File: src/rtl/srg_pkg.sv
package srg_pkg;

  typedef enum logic {
    MODE_FULL = 1'b0,
    MODE_SKIP = 1'b1
  } col_mode_e;

endpackage

File: src/rtl/srg_cfg_latch.sv
module srg_cfg_latch #(
  parameter int HB_W = 10,
  parameter int VB_W = 11
) (
  input  logic                    clk,
  input  logic                    rst,
  input  logic                    load,
  input  logic [HB_W-1:0]         hblank,
  input  logic [VB_W-1:0]         vblank,
  input  logic                    col_skip,
  output logic [HB_W-1:0]         hb_eff,
  output logic [VB_W-1:0]         vb_eff,
  output srg_pkg::col_mode_e      mode
);

  logic [HB_W-1:0] hb_clamped;
  logic [VB_W-1:0] vb_clamped;

  always_comb begin
    hb_clamped = (hblank == '0) ? HB_W'(1) : hblank;
    vb_clamped = (vblank == '0) ? VB_W'(1) : vblank;
  end

  // settings are sampled only while the scan sits at the frame start
  always_ff @(posedge clk) begin
    if (rst || load) begin
      hb_eff <= hb_clamped;
      vb_eff <= vb_clamped;
      mode   <= col_skip ? srg_pkg::MODE_SKIP : srg_pkg::MODE_FULL;
    end
  end

  AST_CFG_FROZEN: assert property (@(posedge clk) disable iff (rst)
    !load |=> ($stable(hb_eff) && $stable(vb_eff) && $stable(mode)));
  AST_BLANK_NONZERO: assert property (@(posedge clk) disable iff (rst)
    load |=> (hb_eff != '0 && vb_eff != '0));

endmodule

File: src/rtl/srg_scan_ctr.sv
module srg_scan_ctr #(
  parameter int CW = 12,
  parameter int RW = 12
) (
  input  logic          clk,
  input  logic          rst,
  input  logic          advance,
  input  logic [CW-1:0] row_len,
  input  logic [RW-1:0] frame_rows,
  output logic [CW-1:0] col,
  output logic [RW-1:0] row,
  output logic          at_start
);

  logic row_last;
  logic frame_last;

  assign row_last   = (col == row_len - CW'(1));
  assign frame_last = (row == frame_rows - RW'(1));
  assign at_start   = (col == '0) && (row == '0);

  always_ff @(posedge clk) begin
    if (rst) begin
      col <= '0;
      row <= '0;
    end else if (advance) begin
      if (row_last) begin
        col <= '0;
        row <= frame_last ? '0 : row + RW'(1);
      end else begin
        col <= col + CW'(1);
      end
    end
  end

  AST_COL_IN_ROW: assert property (@(posedge clk) disable iff (rst)
    col < row_len);
  AST_ROW_IN_FRAME: assert property (@(posedge clk) disable iff (rst)
    row < frame_rows);
  AST_PARKED: assert property (@(posedge clk) disable iff (rst)
    !advance |=> ($stable(col) && $stable(row)));

endmodule

File: src/rtl/srg_pixel_src.sv
module srg_pixel_src #(
  parameter int ACT_ROWS  = 1024,
  parameter int DARK_COLS = 16,
  parameter int DARK_ROWS = 8,
  parameter int PIX_W     = 10,
  parameter int CW        = 12,
  parameter int RW        = 12,
  parameter int VB_W      = 11
) (
  input  logic               clk,
  input  logic               rst,
  input  logic [CW-1:0]      col,
  input  logic [RW-1:0]      row,
  input  logic [CW-1:0]      act_out,
  input  logic [VB_W-1:0]    vb_eff,
  input  srg_pkg::col_mode_e mode,
  output logic               fv,
  output logic               lv,
  output logic [PIX_W-1:0]   pix
);

  localparam logic [PIX_W-1:0] ORIGIN = PIX_W'(DARK_ROWS + DARK_COLS);

  logic [RW-1:0]    vb_w;
  logic [RW-1:0]    arow;
  logic [CW-1:0]    pcol;
  logic             row_active;
  logic             last_row;
  logic             lv_c;
  logic             fv_c;
  logic [PIX_W-1:0] pix_c;

  always_comb begin
    vb_w       = RW'(vb_eff);
    row_active = (row >= vb_w);
    arow       = row - vb_w;
    last_row   = row_active && (arow == RW'(ACT_ROWS - 1));
    lv_c       = row_active && (col < act_out);
    fv_c       = row_active && !(last_row && (col >= act_out));
    if (mode == srg_pkg::MODE_SKIP)
      pcol = ((col >> 1) << 2) | (col & CW'(1));
    else
      pcol = col;
    pix_c = ORIGIN + PIX_W'(arow) + PIX_W'(pcol);
  end

  always_ff @(posedge clk) begin
    if (rst) begin
      fv  <= 1'b0;
      lv  <= 1'b0;
      pix <= '0;
    end else begin
      fv  <= fv_c;
      lv  <= lv_c;
      pix <= lv_c ? pix_c : '0;
    end
  end

  AST_LV_INSIDE_FV: assert property (@(posedge clk) disable iff (rst)
    lv |-> fv);
  AST_FV_ENDS_ON_PIXEL: assert property (@(posedge clk) disable iff (rst)
    $fell(fv) |-> $past(lv));
  AST_BUS_QUIET: assert property (@(posedge clk) disable iff (rst)
    !lv |-> (pix == '0));

endmodule

File: src/rtl/sensor_readout_gen.sv
module sensor_readout_gen #(
  parameter int ACT_COLS  = 1280,
  parameter int ACT_ROWS  = 1024,
  parameter int DARK_COLS = 16,
  parameter int DARK_ROWS = 8,
  parameter int HB_W      = 10,
  parameter int VB_W      = 11,
  parameter int PIX_W     = 10
) (
  input  logic             clk,
  input  logic             rst,
  input  logic [HB_W-1:0]  hblank,
  input  logic [VB_W-1:0]  vblank,
  input  logic             col_skip,
  input  logic             snap_mode,
  input  logic             trigger,
  output logic             frame_valid,
  output logic             line_valid,
  output logic [PIX_W-1:0] pix_data
);

  localparam int CW = $clog2(ACT_COLS + (1 << HB_W) + 1);
  localparam int RW = $clog2(ACT_ROWS + (1 << VB_W) + 1);

  logic [HB_W-1:0]    hb_eff;
  logic [VB_W-1:0]    vb_eff;
  srg_pkg::col_mode_e mode;
  logic [CW-1:0]      col;
  logic [RW-1:0]      row;
  logic               at_start;
  logic               advance;
  logic [CW-1:0]      act_out;
  logic [CW-1:0]      row_len;
  logic [RW-1:0]      frame_rows;

  always_comb begin
    act_out    = (mode == srg_pkg::MODE_SKIP) ? CW'(ACT_COLS / 2) : CW'(ACT_COLS);
    row_len    = act_out + CW'(hb_eff);
    frame_rows = RW'(ACT_ROWS) + RW'(vb_eff);
    advance    = !(at_start && snap_mode && !trigger);
  end

  srg_cfg_latch #(.HB_W(HB_W), .VB_W(VB_W)) u_cfg (
    .clk(clk), .rst(rst), .load(at_start),
    .hblank(hblank), .vblank(vblank), .col_skip(col_skip),
    .hb_eff(hb_eff), .vb_eff(vb_eff), .mode(mode)
  );

  srg_scan_ctr #(.CW(CW), .RW(RW)) u_scan (
    .clk(clk), .rst(rst), .advance(advance),
    .row_len(row_len), .frame_rows(frame_rows),
    .col(col), .row(row), .at_start(at_start)
  );

  srg_pixel_src #(
    .ACT_ROWS(ACT_ROWS), .DARK_COLS(DARK_COLS), .DARK_ROWS(DARK_ROWS),
    .PIX_W(PIX_W), .CW(CW), .RW(RW), .VB_W(VB_W)
  ) u_pix (
    .clk(clk), .rst(rst), .col(col), .row(row), .act_out(act_out),
    .vb_eff(vb_eff), .mode(mode),
    .fv(frame_valid), .lv(line_valid), .pix(pix_data)
  );

  AST_RST_QUIET: assert property (@(posedge clk)
    rst |=> (!frame_valid && !line_valid && pix_data == '0));
  AST_SNAP_WAIT: assert property (@(posedge clk) disable iff (rst)
    (at_start && snap_mode && !trigger) |=> at_start);
  AST_VIDEO_RUNS: assert property (@(posedge clk) disable iff (rst)
    (at_start && !snap_mode) |=> !at_start);

endmodule

File: config.mk
export PLATFORM = sky130hd
export DESIGN_NAME = sensor_readout_gen
export DESIGN_NICKNAME = d
export VERILOG_FILES = /design/src/rtl/srg_pkg.sv /design/src/rtl/srg_cfg_latch.sv /design/src/rtl/srg_scan_ctr.sv /design/src/rtl/srg_pixel_src.sv /design/src/rtl/sensor_readout_gen.sv
export SDC_FILE = /design/constraint.sdc
export NUM_CORES = 1
export LEC_CHECK = 0
export CAP_MARGIN = 15
export CORE_MARGIN = 3
export CORE_UTILIZATION = 60
export CTS_CLUSTER_SIZE = 40
export DETAILED_ROUTE_END_ITERATION = 8
export PLACE_DENSITY = 0.91
export SLEW_MARGIN = 20
export SYNTH_ARGS = -nofsm -noshare
export SYNTH_HDL_FRONTEND = slang
export SYNTH_SLANG_ARGS = --single-unit
File: constraint.sdc
create_clock -name clk -period 5 [get_ports clk]
set_input_delay 1.25 -clock clk [delete_from_list [all_inputs] [get_ports clk]]
set_output_delay 1.25 -clock clk [all_outputs]
set_load 0.05 [all_outputs]
Yosys cells after proc, flatten, opt, wreduce, memory -nomap -nowiden

Cells that the tools add are included.
W data, S select, Z words.

Register bits after elaboration: 58
Input bits: 26
Output and inout port bits: 12
Logic and storage cells: 47

Add/sub/neg operators: 9
Magnitude comparators: 3
Eq/ne operators: 3
Mux-type cells: 5
Bitwise gates (word level): 3
Reduce and logical (&&, ||, !) cells: 16

Operators with widths:

| operator                 | count |
|---|---|
| $add A12 B1 Y12 const B  | 2 |
| $eq A12 B12 Y1           | 2 |
| $ge A12 B11 Y1           | 2 |
| $logic_not A12 Y1        | 2 |
| $mux W12                 | 2 |
| $sub A12 B1 Y12 const B  | 2 |
| $add A11 B10 Y12         | 1 |
| $add A11 B11 Y12 const A | 1 |
| $eq A12 B10 Y1 const B   | 1 |
| $lt A12 B11 Y1           | 1 |
| $sub A12 B11 Y12         | 1 |
| $logic_not A11 Y1        | 1 |
| $mux W11                 | 1 |
| $add A10 B10 Y10         | 1 |
| $add A5 B10 Y10 const A  | 1 |
| $logic_not A10 Y1        | 1 |
| $mux W10                 | 1 |
| $or A10 B1 Y10           | 1 |
| $logic_and A1 B1 Y1      | 7 |
| $logic_not A1 Y1         | 2 |
| $not A1 Y1               | 2 |
| $reduce_and A2 Y1        | 1 |
| $reduce_or A2 Y1         | 1 |
| $logic_or A1 B1 Y1       | 1 |
| $mux W1                  | 1 |

Longest topological paths before layout

Gate-level depths: netlist of the first run.

Depth after elaboration: 6
Mapped depth: 16
Mapped depth without buffers: 16

Cells and area by module

A second synthesis of the first run with hierarchy kept.

Cell total of the unflattened synthesis: 559
Area total of the unflattened synthesis: 4963.5 sq um

Modules (own cells, without submodules):

| module             | times used | cells an instance | area each (sq um) | seq. area each (sq um) |
|---|---|---|---|---|
| srg_scan_ctr       | 1          | 273               | 2229.6            | 480.5 |
| srg_pixel_src      | 1          | 222               | 1819.2            | 240.2 |
| srg_cfg_latch      | 1          | 50                | 787.0             | 660.6 |
| sensor_readout_gen | 1          | 14                | 127.6             | 0.0 |

Worst setup path before layout of the first run

No wires, ideal clock.

Path kind: reg-to-reg
Start: register u_cfg.vb_eff[1]
End: register u_pix.pix[9]
Setup time: 65 ps
Arrival: 3495 ps
Data required time: 4935 ps
Setup slack: 1440 ps
Cell stages (with the launch flop): 17
Path buffers: 0
Period minus slack after synthesis: 3560 ps
Cell sequence: edfxtp_1 inv_1 ha_1 nor2b_1 o21ai_0 a21boi_0 or2_2 ha_1 inv_1 ha_1 nor2b_1 o21ai_0 a21boi_0 o21a_1 o41ai_1 xnor3_1 nor2_1

Longest elaborated chain between the ends: 4
Elaborated cells between the ends (all ways): 7
Classes of those cells: 3 x add/sub; 1 x order compare; 1 x bitwise; 2 x reduce/logical

RTL lines:

| what                                                     | RTL line            | RTL |
|---|---|---|
| start: declaration                                       | srg_cfg_latch.sv:12 | `output logic [VB_W-1:0] vb_eff,` |
| start signal: assignment                                 | srg_cfg_latch.sv:28 | `vb_eff <= vb_clamped;` |
| branches (longest 4 deep; another with $sub A12 B11 Y12) | n/a                 |  |
| end signal: assignment                                   | srg_pixel_src.sv:55 | `pix <= lv_c ? pix_c : '0;` |
| end: declaration                                         | srg_pixel_src.sv:19 | `output logic [PIX_W-1:0] pix` |

Parallel ways; which one is timed is not known.
A chain may end at the register's enable or synchronous reset.

Worst setup path in the final report of the first run

Ends and elaborated chain as after synthesis.

==> results of run 1 <==
==> final cells by class <==
type	count	area (µm²)	area share [%]
Tap cell	102	128	2.37
Multi-Input combinational cell	414	3060	56.9
Timing Repair Buffer	39	385	7.17
Inverter	54	203	3.77
Clock inverter	6	68.8	1.28
Clock buffer	10	149	2.77
Sequential cell	58	1380	25.7
==> flip-flops by register name, indices dropped and copies added, names as in the netlist <==
signal,flops
u_cfg.hb_eff,10
u_cfg.mode,1
u_cfg.vb_eff,11
u_pix.fv,1
u_pix.lv,1
u_pix.pix,10
u_scan.col,12
u_scan.row,12
==> cell families after synthesis <==
family                     share of synthesized area [%]
and+or+nand+nor                                     20.2
AOI/OAI and AO/OA                                   16.3
buffers and inverters                               8.18
DFF                                                 28.6
xor gates and xnor gates                            10.1
adders and majority gates                           14.4
muxes                                               2.23
==> final timing paths <==
check,start,endpoint,depth (start not counted)
max,u_cfg.vb_eff[1]$_SDFFCE_PN0P_,u_pix.pix[9]$_SDFF_PP0_,16
min,u_scan.row[0]$_SDFFE_PP0P_,u_scan.row[0]$_SDFFE_PP0P_,2
max reg2reg,u_cfg.vb_eff[1]$_SDFFCE_PN0P_,u_pix.pix[9]$_SDFF_PP0_,16
min reg2reg,u_scan.row[0]$_SDFFE_PP0P_,u_scan.row[0]$_SDFFE_PP0P_,2
==> worst max-delay path, stage by stage (launching register included) <==
cell and delay (ps):
edfxtp_1 440, inv_1 160, ha_1 270, nor2b_1 130, o21ai_0 250, a21boi_0 160
or2_2 320, ha_1 280, inv_1 40, ha_1 310, nor2b_1 160, o21ai_0 230
a21boi_0 160, o21a_1 210, o41ai_1 350, xnor3_1 380, nor2_1 90
==> metal layers <==
layer  wire (µm)  part of all wire [%]  track usage [%]  up-vias
met4         328                   2.9             10.2        0
li1            -                     -                -     2030
met3         760                   6.7             4.30       40
met2        5560                    49             44.8      203
met5           0                     0                0        -
met1        4770                    42             32.3     2007
==> report_power, final <==
part / total, mW / switching, mW / internal [mW]
sequential: 0.571 / 0.0404 / 0.530
clock: 0.483 / 0.219 / 0.264
combinational: 0.572 / 0.325 / 0.247
total: 1.63 / 0.584 / 1.04
==> synth_stat cells, drive strengths merged, types with 3 or more instances <==
master / count / area share [%]
a21oi: 19 / 2.0
fa: 3 / 1.2
nand4: 12 / 1.6
or3b: 3 / 0.54
nand2: 41 / 3.2
edfxtp: 22 / 14
ha: 51 / 13
and4: 3 / 0.54
nor2: 56 / 4.7
o2111ai: 3 / 0.54
or3: 5 / 0.67
o21bai: 4 / 0.62
nor4: 9 / 1.5
mux2: 6 / 1.4
xor2: 27 / 4.9
nand3: 13 / 1.3
clkbuf: 25 / 2.0
xnor2: 26 / 4.7
mux2i: 4 / 0.83
and3: 10 / 1.3
a21o: 7 / 1.1
nor2b: 3 / 0.39
buf: 15 / 2.0
dfxtp: 36 / 15
o21a: 3 / 0.47
a31oi: 4 / 0.52
o311ai: 4 / 0.73
o22ai: 4 / 0.52
o31ai: 4 / 0.83
inv: 54 / 4.2
or2: 3 / 0.39
o21ai: 22 / 2.3
nor3b: 5 / 0.78
a2111o: 3 / 0.70
o221ai: 10 / 1.9
nor3: 16 / 1.8
==> through the flow <==
stage / hold WS, ps / instances / power (mW) / setup slack, ps / area, µm²
CTS: 605 / 683 / 1.62 / 1050 / 5370
global placement: 572 / 667 / 1.10 / 1220 / 5150
floorplan: 536 / 566 / 1.01 / 1440 / 4830
detailed placement: 580 / 667 / 1.13 / 1080 / 5150
finish: 614 / 683 / 1.63 / 1000 / 5380
global route: 655 / 683 / 1.72 / 734 / 5380
==> impl_metrics.tcl, run 1 <==
set metrics [dict create \
    outcome "complete, no violations" \
    antenna_found_initial 0 \
    hp-class "register to register" \
    cts_sinks 58 \
    layout.nets 656 \
    cts.path.max_buffers 2 \
    fmaxAchievable_ghz 0.250 \
    maxCapViolCount 0 \
    dieArea_um2 9170 \
    p_leak_nw 2.32 \
    rows 32 \
    detail-route-antenna-nets 0 \
    async_reset_ff_share_pct 0 \
    final_cell_mix "nor2_1, inv_1, ha_1" \
    critPathLaunchType "register" \
    worst_setup_path_end_kind "register" \
    synth_seq_cells 58 \
    synthFlopType "dfxtp_1" \
    setup_tns_ps 0 \
    h-tree-depth 3 \
    cts_tree "built" \
    final_common_cell "nor2_1" \
    cts_made_buffers 9 \
    slew_viol_final 0 \
    clk_root_buffer_cell "clkbuf_8" \
    synthCells 566 \
    rrSetupSlack_ps 1000 \
    setup_violations 0 \
    ir_worst_vdd_uv 229 \
    grt_pass1_wl_mm 18.6 \
    drc_errors 0 \
    hpwlAfterDp_mm 8.34 \
    drtPass1Iterations 7 \
    viasPerCell 6.27 \
    yosys_warnings 0 \
    crit_type "register to register" \
    routed_wl_mm 11.4 \
    vias 4280 \
    syn_to_final_growth_pct 11.2 \
    clk_latency_ps 350 \
    worst_pin_slew_ps 987 \
    syn_nets 646 \
    cts_resized 0 \
    io_pins 38 \
    die_x_um 95.7 \
    track_usage_pct 26.0 \
    slew_headroom_pct 33.8 \
    netlist_area_um2 4830 \
    post_cts_buffers 0 \
    holdBufCountCts 0 \
    critPathRequiredTime_ps 5290 \
    postSynthAreaPerCell_um2 8.54 \
    drive_above_1_share_pct 7.92 \
    nFillCells 587 \
    wire_per_inst_um 16.7 \
    place.port_buffers 37 \
    core_um2 7770 \
    fin_crit_ps 4000 \
    worstPathMaxFanout 5 \
    grt_pass1_vias 4006 \
    hold_viol_final 0 \
    synth-seq-area-share_pct 28.6 \
    grt-ovfl-total 0 \
    rsz0062_at_grt "false" \
    n_antenna_cell 0 \
    min_period_over_period_pct 79.9 \
    skew_ps 7.96 \
    fp.dieH_um 95.7 \
    grt_max_degree 23 \
    pwr_density_cell_nw_per_um2 302 \
    first_iter_violations 381 \
    synth_cell_types 71 \
    start_util_pct 62.2 \
    utilization_pct 69.2 \
    path_clk_slew_ps 80 \
    crit_arrival_ps 4280 \
    place.gp.congestion 0.968 \
    synth_edf_count 22 \
]
Note: power is estimated with default switching activity, not from simulation.
==> run 2: changes to the inputs <==
CORE_UTILIZATION = 54   (was 60)
PLACE_DENSITY = 0.87   (was 0.91)
clock period = 3.6 ns   (was 5 ns; I/O delays follow)
==> run 2 against run 1 <==
  * Clock power is 36% higher
  * Wire length is 6.2% higher
  * Register-to-register slack worse by 880 ps
  * Non-clock buffer count is 27 higher
  * Total power is 44% higher
  * Die area is 10% higher
  * Global-route usage is 1.7 points lower
  * Sequential share of layout area is 1.4 points lower
  * Cell count is 4.4% higher
  * Critical path type unchanged
==> impl_metrics.tcl, run 2 (synthesis results as in run 1) <==
set metrics [dict create \
    cts_tree "built" \
    io_pins 38 \
    p_leak_nw 2.46 \
    track_usage_pct 24.3 \
    p_int_mw 1.47 \
    drive_above_1_share_pct 14.6 \
    start_util_pct 57.1 \
    hpwlAfterDp_mm 8.59 \
    grt_busiest_layer "met2" \
    vias 4464 \
    power_switching_mw 0.866 \
    outcome "complete, no violations" \
    layoutNonFillerInstCount 713 \
    viasPerCell 6.26 \
    p_seq_share_pct 33.5 \
    hold_start "u_scan.row[9]$_SDFFE_PP0P_" \
    slew_headroom_pct 47.3 \
    critPathRequiredTime_ps 3880 \
    groute.layer.met1.usage_pct 30.1 \
    clk_root_buffer_cell "clkbuf_8" \
    p_sw_share_pct 37.1 \
    hold_path_end "u_scan.row[9]$_SDFFE_PP0P_" \
    cts.path.max_buffers 2 \
    r2r_start "u_cfg.mode$_DFFE_PP_" \
    reg2regPathDepth 12 \
    utilization_pct 67.1 \
    final_common_cell "nor2_1" \
    maxCapViolCount 0 \
    crit_arrival_ps 3750 \
    dieArea_um2 10100 \
    hp-class "register to register" \
    worstHoldPathCells 2 \
    ir_worst_vdd_uv 299 \
    grt_max_degree 23 \
    layout.nets 683 \
    slew_viol_final 0 \
    rows 33 \
    setup_violations 0 \
    drtPass1Iterations 6 \
    crit_type "register to register" \
    cts_made_buffers 9 \
    final_cell_mix "nor2_1, inv_1, ha_1" \
    grt_pass1_wl_mm 19.8 \
    place.gp.congestion 0.907 \
    clk_latency_ps 370 \
    skew_ps 11.7 \
    drc_errors 0 \
    hold_viol_final 0 \
    setup_tns_ps 0 \
    routed_wl_mm 12.1 \
    grt-ovfl-total 0 \
    clock_power_share_pct 28.1 \
    path_clk_slew_ps 80 \
    worstPathMaxFanout 6 \
    nFillCells 630 \
    grt_use_met2_pct 40.6 \
    worst_pin_slew_ps 790 \
    largest_registers "u_scan.col: 12 flops, u_scan.row: 12 flops, u_cfg.vb_eff: 11 flops" \
    fmaxAchievable_ghz 0.288 \
    power_frac_comb_pct 38.4 \
    wire_per_inst_um 17.0 \
    first_iter_violations 520 \
    pwr_density_cell_nw_per_um2 411 \
    holdBufCountCts 0 \
    syn_to_final_growth_pct 17.6 \
    min_period_over_period_pct 96.6 \
    die_x_um 101 \
    rrSetupSlack_ps 120 \
    cts_sinks 58 \
    detail-route-antenna-nets 0 \
    antenna_found_initial 0 \
    power.total_mw 2.34 \
    place.port_buffers 37 \
    fin_crit_ps 3480 \
    worst_setup_path_end_kind "register" \
    h-tree-depth 3 \
    r2r-end "u_scan.row[1]$_SDFFE_PP0P_" \
    n_antenna_cell 0 \
    core_um2 8460 \
    post-place-cells 693 \
    fp.dieH_um 101 \
    grt_pass1_vias 4301 \
    critPathLaunchType "register" \
    use_met3_pct 5.74 \
]
## run 2: per-stage QoR
stage	instance area, µm²	hold slack [ps]	setup slack (ps)
after floorplan	4830	536	40.4
after global placement	5330	614	4.20
final	5680	662	122
after global routing	5680	672	-46.9
after detailed placement	5330	632	-166
after CTS	5560	652	6.59
## run 2: worst max path at each step
stage                             startpoint                          to  slack [ps]  cells after the start
6_report                u_cfg.mode$_DFFE_PP_  u_scan.row[1]$_SDFFE_PP0P_         120                     12
5_1_grt           u_scan.row[0]$_SDFFE_PP0P_     u_pix.pix[9]$_SDFF_PP0_         -50                     15
4_1_cts        u_cfg.vb_eff[1]$_SDFFCE_PN0P_     u_pix.pix[9]$_SDFF_PP0_           7                     17
3_5_place_dp   u_cfg.vb_eff[1]$_SDFFCE_PN0P_     u_pix.pix[9]$_SDFF_PP0_        -170                     17
3_3_place_gp   u_cfg.vb_eff[1]$_SDFFCE_PN0P_     u_pix.pix[9]$_SDFF_PP0_           4                     16
2_1_floorplan  u_cfg.vb_eff[1]$_SDFFCE_PN0P_     u_pix.pix[9]$_SDFF_PP0_          40                     16
## run 2: worst max-delay path, cell delays in order, from the launching register on
cell and delay [ps]:
edfxtp_1 420, inv_1 180, ha_1 180, inv_1 40, ha_1 360, a21o_1 240, or3b_2 460, o2bb2ai_1 210
mux2i_1 310, xor2_2 180, a2111o_2 440, buf_4 170, o32ai_2 200
## run 2: per-layer routing
layer,share of wire [%],vias to the layer above
met4,3.3,0
met5,0,-
met2,48,243
met3,8.5,43
met1,40,2097
li1,-,2081
## run 2: layout make-up
class | count | area [µm²] | area share, %
clock inverters | 5 | 41.3 | 0.727
repair buffers | 66 | 601 | 10.6
clock buffers | 11 | 174 | 3.06
well taps | 105 | 131 | 2.31
flip-flops and latches | 58 | 1380 | 24.3
inverters | 54 | 203 | 3.57
multi-input cells | 414 | 3150 | 55.5
## run 2: timing repair
| action | 4_1_cts | 5_1_grt |
|---|---|---|
| gates cloned | 0 | 0 |
| setup endpoints to repair | 1 | 13 |
| gates resized for setup | 4 | 17 |
| buffers inserted | 0 | 4 |
| pin swaps | 0 | 8 |
## run 2: power groups by stage
stage	clock (mW)	combinational (mW)	sequential [mW]
final	0.658	0.897	0.782
after detailed placement	0	0.807	0.795
after floorplan	0	0.616	0.782
after CTS	0.659	0.836	0.779
after global placement	0	0.770	0.792
after global routing	0.700	0.978	0.788
==> run 3: changes to the inputs <==
ABC_AREA = 0   (was not set)
==> results of run 3 <==
The final DEF is identical to that of run 2; final timing and power are the same.
